<file path="config.mk">
export PLATFORM = sky130hd
export DESIGN_NAME = udp_frame_gen
export DESIGN_NICKNAME = d
export VERILOG_FILES = /design/src/rtl/udpgen_pkg.sv /design/src/rtl/udpgen_hdr.sv /design/src/rtl/udpgen_seq.sv /design/src/rtl/udp_frame_gen.sv
export SDC_FILE = /design/constraint.sdc
export NUM_CORES = 1
export LEC_CHECK = 0
export BUFFER_PORTS_ARGS = -buffer_cell sky130_fd_sc_hd__buf_2
export CORE_UTILIZATION = 30
export DETAILED_ROUTE_END_ITERATION = 12
export SETUP_SLACK_MARGIN = 0.02
export SYNTH_ARGS = -nofsm -noshare
export SYNTH_HDL_FRONTEND = slang
export SYNTH_HIERARCHICAL = 1
export SYNTH_SLANG_ARGS = --single-unit
</file>
<file path="constraint.sdc">
create_clock -name clk -period 4.65 [get_ports clk]
set_input_delay 0.2325 -clock clk [delete_from_list [all_inputs] [get_ports clk]]
set_output_delay 0.2325 -clock clk [all_outputs]
set_load 0.01 [all_outputs]
</file>
<file path="src/rtl/udpgen_pkg.sv">
package udpgen_pkg;
   localparam int ETH_BYTES = 14;
   localparam int IP_BYTES  = 20;
   localparam int UDP_BYTES = 8;
   localparam int HDR_BYTES = ETH_BYTES + IP_BYTES + UDP_BYTES;
   localparam int IDX_W     = $clog2(HDR_BYTES);

   typedef enum logic [1:0] {ST_IDLE, ST_HDR, ST_PAY} gen_state_t;

   typedef struct packed {
      logic [47:0] dst_mac;
      logic [47:0] src_mac;
      logic [31:0] dst_ip;
      logic [15:0] dst_port;
   } frame_cfg_t;
endpackage

</file>
<file path="src/rtl/udpgen_hdr.sv">
module udpgen_hdr
   import udpgen_pkg::*;
#(
   parameter int          LEN_W    = 11,
   parameter logic [31:0] SRC_IP   = 32'hC0A8_0A02,
   parameter logic [15:0] SRC_PORT = 16'd5000,
   parameter logic [15:0] DEF_PORT = 16'd3001,
   parameter bit          SET_DF   = 1'b1
) (
   input  frame_cfg_t       cfg,
   input  logic [LEN_W-1:0] len,
   input  logic [IDX_W-1:0] idx,
   output logic [7:0]       byte_o
);
   localparam logic [15:0] IP_OVH  = 16'(IP_BYTES + UDP_BYTES);
   localparam logic [15:0] UDP_OVH = 16'(UDP_BYTES);

   logic [7:0]  hb [HDR_BYTES];
   logic [7:0]  flags_hi;
   logic [15:0] ip_len, udp_len, port_eff;

   generate
      if (SET_DF) begin : g_df
         assign flags_hi = 8'h40;
      end else begin : g_nodf
         assign flags_hi = 8'h00;
      end
   endgenerate

   assign ip_len   = 16'(len) + IP_OVH;
   assign udp_len  = 16'(len) + UDP_OVH;
   assign port_eff = (cfg.dst_port == 16'd0) ? DEF_PORT : cfg.dst_port;

   always_comb begin
      for (int k = 0; k < 6; k++) begin
         hb[k]     = cfg.dst_mac[8*(5-k) +: 8];
         hb[6 + k] = cfg.src_mac[8*(5-k) +: 8];
      end
      hb[12] = 8'h08;
      hb[13] = 8'h00;
      hb[14] = 8'h45;
      hb[15] = 8'h00;
      hb[16] = ip_len[15:8];
      hb[17] = ip_len[7:0];
      hb[18] = 8'h00;
      hb[19] = 8'h00;
      hb[20] = flags_hi;
      hb[21] = 8'h00;
      hb[22] = 8'h40;
      hb[23] = 8'h11;
      hb[24] = 8'h00;
      hb[25] = 8'h00;
      for (int k = 0; k < 4; k++) begin
         hb[26 + k] = SRC_IP[8*(3-k) +: 8];
         hb[30 + k] = cfg.dst_ip[8*(3-k) +: 8];
      end
      hb[34] = SRC_PORT[15:8];
      hb[35] = SRC_PORT[7:0];
      hb[36] = port_eff[15:8];
      hb[37] = port_eff[7:0];
      hb[38] = udp_len[15:8];
      hb[39] = udp_len[7:0];
      hb[40] = 8'h00;
      hb[41] = 8'h00;
   end

   assign byte_o = hb[idx];
endmodule

</file>
<file path="src/rtl/udpgen_seq.sv">
module udpgen_seq
   import udpgen_pkg::*;
#(
   parameter int LEN_W = 11
) (
   input  logic             clk,
   input  logic             rst_n,
   input  logic             start,
   input  logic [LEN_W-1:0] len_in,
   input  logic             out_ready,
   input  logic             pl_valid,
   output gen_state_t       state,
   output logic [IDX_W-1:0] idx,
   output logic [LEN_W-1:0] len_q,
   output logic             accept,
   output logic             busy,
   output logic             out_valid,
   output logic             out_sof,
   output logic             out_eof,
   output logic             pl_rd
);
   localparam logic [IDX_W-1:0] LAST_IDX = IDX_W'(HDR_BYTES - 1);

   logic [LEN_W-1:0] cnt;
   logic             last_pay;

   assign accept    = (state == ST_IDLE) && start && (len_in != '0);
   assign busy      = (state != ST_IDLE);
   assign last_pay  = (cnt == len_q - LEN_W'(1));
   assign out_valid = (state == ST_HDR) || ((state == ST_PAY) && pl_valid);
   assign out_sof   = (state == ST_HDR) && (idx == '0);
   assign out_eof   = (state == ST_PAY) && pl_valid && last_pay;
   assign pl_rd     = (state == ST_PAY) && pl_valid && out_ready;

   always_ff @(posedge clk) begin
      if (!rst_n) begin
         state <= ST_IDLE;
         idx   <= '0;
         cnt   <= '0;
         len_q <= '0;
      end else begin
         unique case (state)
            ST_IDLE: if (accept) begin
               state <= ST_HDR;
               idx   <= '0;
               cnt   <= '0;
               len_q <= len_in;
            end
            ST_HDR: if (out_ready) begin
               if (idx == LAST_IDX) state <= ST_PAY;
               else                 idx   <= idx + IDX_W'(1);
            end
            ST_PAY: if (pl_valid && out_ready) begin
               if (last_pay) state <= ST_IDLE;
               else          cnt   <= cnt + LEN_W'(1);
            end
            default: state <= ST_IDLE;
         endcase
      end
   end

   // a stalled header byte keeps its position
   assert_hdr_hold_R8: assert property (@(posedge clk) disable iff (!rst_n)
      (state == ST_HDR && !out_ready) |=> (state == ST_HDR && $stable(idx)));
   // FIFO pops only on an accepted byte
   assert_pop_legal_R9: assert property (@(posedge clk) disable iff (!rst_n)
      pl_rd |-> (out_valid && out_ready && pl_valid));
   // block idles right after the last byte
   assert_eof_idle_R10: assert property (@(posedge clk) disable iff (!rst_n)
      (out_eof && out_ready) |=> !busy);
   assert_sof_eof_excl_R10: assert property (@(posedge clk) disable iff (!rst_n)
      $onehot0({out_sof, out_eof}));
   // start while busy does not reload the length
   assert_busy_start_R7: assert property (@(posedge clk) disable iff (!rst_n)
      (busy && start) |=> $stable(len_q));
   // zero-length start is ignored
   assert_zero_len_R11: assert property (@(posedge clk) disable iff (!rst_n)
      (!busy && start && len_in == '0) |=> !busy);
endmodule

</file>
<file path="src/rtl/udp_frame_gen.sv">
module udp_frame_gen
   import udpgen_pkg::*;
#(
   parameter int          LEN_W    = 11,
   parameter logic [31:0] SRC_IP   = 32'hC0A8_0A02,
   parameter logic [15:0] SRC_PORT = 16'd5000,
   parameter logic [15:0] DEF_PORT = 16'd3001,
   parameter bit          SET_DF   = 1'b1
) (
   input  logic             clk,
   input  logic             rst_n,
   input  logic             start,
   input  logic [LEN_W-1:0] pay_len,
   input  logic [47:0]      cfg_dst_mac,
   input  logic [47:0]      cfg_src_mac,
   input  logic [31:0]      cfg_dst_ip,
   input  logic [15:0]      cfg_dst_port,
   input  logic [7:0]       pl_data,
   input  logic             pl_valid,
   output logic             pl_rd,
   output logic [7:0]       out_data,
   output logic             out_valid,
   input  logic             out_ready,
   output logic             out_sof,
   output logic             out_eof,
   output logic             busy
);
   generate
      if (LEN_W < 1 || LEN_W > 15) begin : g_bad_len
         $error("LEN_W must lie in 1..15 so the IPv4 length fits 16 bits");
      end
      if (DEF_PORT == 16'd0) begin : g_bad_port
         $error("DEF_PORT must be nonzero");
      end
   endgenerate

   gen_state_t       state;
   logic [IDX_W-1:0] idx;
   logic [LEN_W-1:0] len_q;
   logic             accept;
   logic [7:0]       hdr_byte;
   frame_cfg_t       cfg_q;

   always_ff @(posedge clk) begin
      if (!rst_n) cfg_q <= '0;
      else if (accept)
         cfg_q <= '{dst_mac: cfg_dst_mac, src_mac: cfg_src_mac,
                    dst_ip: cfg_dst_ip, dst_port: cfg_dst_port};
   end

   udpgen_seq #(.LEN_W(LEN_W)) u_seq (
      .clk(clk), .rst_n(rst_n), .start(start), .len_in(pay_len),
      .out_ready(out_ready), .pl_valid(pl_valid), .state(state), .idx(idx),
      .len_q(len_q), .accept(accept), .busy(busy), .out_valid(out_valid),
      .out_sof(out_sof), .out_eof(out_eof), .pl_rd(pl_rd)
   );

   udpgen_hdr #(.LEN_W(LEN_W), .SRC_IP(SRC_IP), .SRC_PORT(SRC_PORT),
                .DEF_PORT(DEF_PORT), .SET_DF(SET_DF)) u_hdr (
      .cfg(cfg_q), .len(len_q), .idx(idx), .byte_o(hdr_byte)
   );

   assign out_data = (state == ST_HDR) ? hdr_byte : pl_data;

   // captured configuration is frozen for the whole frame
   assert_cfg_frozen_R6: assert property (@(posedge clk) disable iff (!rst_n)
      (busy && !accept) |=> (busy |-> $stable(cfg_q)));
   // payload bytes pass straight from the FIFO
   assert_pay_pass_R9: assert property (@(posedge clk) disable iff (!rst_n)
      (state == ST_PAY && pl_valid) |-> (out_data == pl_data && out_valid));
endmodule

</file>
After elaboration in Yosys (flattened, before gate mapping)

Cells that the tools add are included.

Add/sub/neg operators: 5
Order comparisons: 1
Equality and inequality tests: 11
Muxes and demuxes: 19
Bitwise gates (word level): 1
Reductions and logical operators: 19

Operators with widths:

| kind                  | number |
|---|---|
| $bmux 8 s6            | 1 |
| $mux 11               | 3 |
| $mux 8                | 3 |
| $pmux 11 s2           | 1 |
| $mux 6                | 3 |
| $logic_not 16->1      | 1 |
| $mux 16               | 1 |
| $add 11x4->12 const B | 1 |
| $add 11x5->12 const B | 1 |
| $pmux 6 s2            | 1 |
| $add 11x1->11 const B | 1 |
| $eq 11x11->1          | 1 |
| $reduce_bool 11->1    | 1 |
| $sub 11x1->11 const B | 1 |
| $mux 2                | 5 |
| $ne 2x2->1 const B    | 5 |
| $reduce_and 4->1      | 2 |
| $ge 7x7->1 const B    | 1 |
| $logic_and 1x1->1     | 7 |
| $not 6->7             | 1 |
| $add 6x1->6 const B   | 1 |
| $eq 6x6->1 const B    | 1 |
| $logic_not 6->1       | 1 |
| $pmux 2 s3            | 1 |
| 8 further kinds       | 11 |

Register bits: 174
Bits of input ports: 168
Logic and storage cells: 64

Longest topological paths before layout

Word-level depth: 6
Depth in mapped cells: 11

Hierarchy

The synthesis kept the hierarchy.

Modules (own cells, without submodules):

| module        | times used | cells each | area an instance (sq um) |
|---|---|---|---|
| udp_frame_gen | 1          | 474        | 5535.3 |
| udpgen_hdr    | 1          | 269        | 2025.7 |
| udpgen_seq    | 1          | 216        | 1835.5 |

Worst setup path before layout

Ideal clock, no wire load.

Path kind: register to register
From: register u_seq.len_q[3]
To: register u_seq.cnt[2]
Library setup time: 0.121 ns
Arrival time: 2.439 ns
Required time: 4.529 ns
Slack: 2.090 ns
Stages on the path, launching flop included: 8
Buffers on the path: 0
Clock period less this slack: 2.560 ns
Cell sequence: dfxtp_1 or4_4 or3_1 a41o_1 o21a_4 o31a_1 o21ai_1 mux2_2

Longest elaborated chain between the ends: 4

RTL lines:

| element                    | RTL line         | text |
|---|---|---|
| from (decl)                | udpgen_seq.sv:14 | `output logic [LEN_W-1:0] len_q,` |
| from (signal assigned)     | udpgen_seq.sv:47 | `len_q <= len_in;` |
| $sub 11x1->11              | udpgen_seq.sv:29 | `assign last_pay = (cnt == len_q - LEN_W'(1));` |
| $eq 11x11->1               | udpgen_seq.sv:29 |  |
| $ne 2x2->1 (no line)       | -                |  |
| $reduce_and 4->1 (no line) | -                |  |
| to (signal assigned)       | udpgen_seq.sv:55 | `else cnt <= cnt + LEN_W'(1);` |
| to (decl)                  | udpgen_seq.sv:24 | `logic [LEN_W-1:0] cnt;` |

No other way between the ends.
A chain may end at the register's enable or synchronous reset.

Final worst setup path

From: register u_seq.idx[0]
To: output out_data[7]

Longest elaborated chain between the ends: 5

RTL lines:

| element                                   | RTL line            | text |
|---|---|---|
| from (decl)                               | udpgen_seq.sv:13    | `output logic [IDX_W-1:0] idx,` |
| from (signal assigned)                    | udpgen_seq.sv:51    | `else idx <= idx + IDX_W'(1);` |
| $not 6->7 (not written as such)           | udpgen_hdr.sv:67    | `assign byte_o = hb[idx];` |
| $bmux 8 s6                                | udpgen_hdr.sv:67    |  |
| $mux 8 (not written as such) (2 in a row) | udpgen_hdr.sv:67    |  |
| via hdr_byte[7]                           | udp_frame_gen.sv:41 | `logic [7:0] hdr_byte;` |
| $mux 8                                    | udp_frame_gen.sv:63 | `assign out_data = (state == ST_HDR) ? hdr_byte : pl_data;` |
| to (decl)                                 | udp_frame_gen.sv:21 | `output logic [7:0] out_data,` |

The timed path passes the listed nets, and every way through them passes these cells. The select of a mux whose other input is x is not followed.

==> flow_metrics.py <==
metrics = {
    "cts": {
        "clock_sinks": 174,
        "htreeDepth": 4,
        "hold_buffers": 0,
        "cts_tree": "done",
        "clk_latency_ps": 440,
        "clk_path_buf_depth": 2,
        "cts_setup_buffers": 0,
        "cts_root_buf": "clkbuf_16",
        "cts-resized-gates": 0,
        "path_clk_slew_ps": 80,
        "numCtsBuffers": 17,
    },
    "timing": {
        "holdWs_ps": 38.2,
        "min_period_over_period_pct": 76.9,
        "worst_slew_pin_slew_ps": 1050,
        "setup_viol": 0,
        "hold_violations": 0,
        "finalCriticalPeriod_ps": 3570,
        "clock_skew_ps": 13.7,
        "slew_viol_final": 0,
        "setup_slack_ps": 1080,
        "fmax_mhz": 280,
        "final.setup.tns_ps": 0,
        "rsz0062_at_grt": "false",
        "slew_headroom_pct": 30.0,
    },
    "yosys": {
        "yosys-top-cells-area": "dfxtp_1 37%, mux2i_1 18%, nor2b_1 10%",
        "syn_inst": 959,
        "ys_seq_area_share_pct": 37.1,
        "synth-edff-count": 0,
        "async_flop_share_pct": 0,
        "synth.distinct_cells": 75,
        "muxShareOfSynthArea_pct": 23.9,
        "yosys_register_bits": 174,
        "syn_area_per_cell_um2": 9.80,
        "yosysTopAreaCell": "dfxtp_1",
        "synthAdderAreaFrac_pct": 1.20,
        "yosys_warnings": 6,
        "synth-simple-area-share_pct": 19.8,
        "synth_compound_area_share_pct": 10.4,
        "ys.flop_type": "dfxtp_1",
        "synth_fp_nets": 1136,
        "synth_top_family_by_area": "multiplexers",
        "synth_top_cell_area_share_pct": 37.1,
        "netlist_area_um2": 9400,
        "synthXorXnorAreaFrac_pct": 2.61,
    },
    "layout": {
        "multiInputGateArea_um2": 5440,
        "fin_cells": 1509,
        "drive_gt1_share_pct": 24.1,
        "syn_to_final_growth_pct": 17.9,
        "final_util_pct": 36.1,
        "fill_cells": 3145,
        "most-common-layout-cells": "179 x buf_2, 173 x mux2i_1, 171 x dfxtp_1, 153 x nor2b_1, 42 x nor2_1",
        "fin_area_um2": 11100,
        "diodes": 0,
        "nets": 1277,
        "layout_commonest_cell": "buf_2",
        "register_area_um2": 3490,
    },
    "global_routing": {
        "grt_pass1_vias": 7341,
        "gr-total-overflow": 0,
        "grt_pass1_wl_um": 41200,
        "gr-usage-all-layers_pct": 17.2,
        "antenna_found_initial": 0,
        "grt_start_max_net_pins": 101,
    },
    "pwr": {
        "sequentialPowerShare_pct": 44.1,
        "switching_share_pct": 30.8,
        "clkPwrFrac_pct": 37.7,
        "switchingPower_mw": 1.19,
        "combPwrFrac_pct": 18.2,
        "power.internal_mw": 2.67,
        "power_mw": 3.86,
        "powerDensity_nw_per_um2": 349,
        "p_leak_nw": 4.30,
        "ir_worst_vdd_v": 0.000248,
    },
    "floorplan": {
        "row_count": 64,
        "ios": 181,
        "coreArea_um2": 30700,
        "die_x_um": 179,
        "fp.dieH_um": 179,
        "die-area_um2": 32000,
        "start_util_pct": 30.6,
    },
    "route": {
        "vias": 7551,
        "ant_nets": 0,
        "drt-wirelength-per-cell_um": 18.2,
        "dr.pass1.iters": 5,
        "viasPerCell": 5.00,
        "postRouteWirelength_um": 27400,
        "drc": 0,
        "first_iter_violations": 577,
    },
    "critical_path": {
        "path_max_fanout": 42,
        "required_ps": 4420,
        "worst_setup_path_end_kind": "output port",
        "crit_type": "flip-flop to output port",
        "crit_arrival_ps": 3340,
        "crit_path_start_kind": "flip-flop",
    },
    "place": {
        "dp_cells": 1477,
        "dpl_worst_slack_ps": 1640,
        "gp_congestion": 0.902,
        "io_buffers": 180,
        "post_dp_cell_area_um2": 10500,
        "dpl.hpwl_um": 20100,
    },
    "outcome": {
        "status": "complete, no violations",
    },
    "flow_run": {
        "cap_violations": 0,
    },
    "worst_hold_path": {
        "hold_path_class": "input port to flip-flop",
    },
}
[critical path, cell delays in order (launching register included)]
cell and delay, ps:
dfxtp_4 800, mux4_2 590, o22ai_1 190, a211oi_2 70
a211oi_1 540, o32ai_1 260, mux2_2 310, buf_2 130
[power by group through the flow]
| stage | Sequential [mW] | Clock [mW] | Combinational, mW |
|---|---|---|---|
| global placement | 1.74 | 0 | 0.694 |
| CTS | 1.70 | 1.51 | 0.705 |
| global route | 1.72 | 1.57 | 0.764 |
| finish | 1.70 | 1.46 | 0.705 |
| floorplan | 1.68 | 0 | 0.544 |
| detailed placement | 1.74 | 0 | 0.702 |
[registers in the layout, indices dropped and copies added (netlist names)]
name / cells
u_seq/state: 2
cfg_q: 144
u_seq/idx: 6
u_seq/cnt: 11
u_seq/len_q: 11
[layout make-up]
| class | instances | share of cell area (%) |
|---|---|---|
| inverter | 21 | 0.711 |
| timing repair buffer | 187 | 8.74 |
| sequential | 174 | 31.5 |
| tap | 396 | 4.47 |
| clock inverter | 15 | 1.68 |
| clock buffer | 17 | 3.84 |
| multi-input combinational | 699 | 49.1 |
[synthesized netlist by cell type, drive strengths merged, types with 11 or more instances]
master and instances:
a211oi 12, a21oi 31, buf 42, clkbuf 23, dfxtp 174, inv 21, mux2 13, mux2i 173
mux4 16, nand2 30, nand3 19, nor2 42, nor2b 154, nor3 13, nor4 11, o21ai 30
or3 12, xnor2 16, xor2 12
[metal layers]
metal	GRT usage [%]	wire length (um)	up-vias
met5	0	0	-
met4	5.51	564	0
met3	3.60	1540	32
met2	27.6	12900	243
met1	22.8	12500	3553
li1	-	-	3723
[worst paths after layout]
path                   from      endpoint  slack (ps)  depth (start not counted)
min          cfg_dst_mac[6]    cfg_q[102]          40                          3
max reg2reg  u_seq/len_q[0]  u_seq/cnt[5]        1610                          9
max            u_seq/idx[0]   out_data[7]        1080                          7
min reg2reg      cfg_q[124]    cfg_q[124]         510                          2
[kinds of logic after synthesis]
group	count (synthesis)
mux	202
simple gates	327
flops	174
xor+xnor	28
fa+ha+maj	9
buf+inv	86
compound gates	133
(Power assumes the default switching activity.)
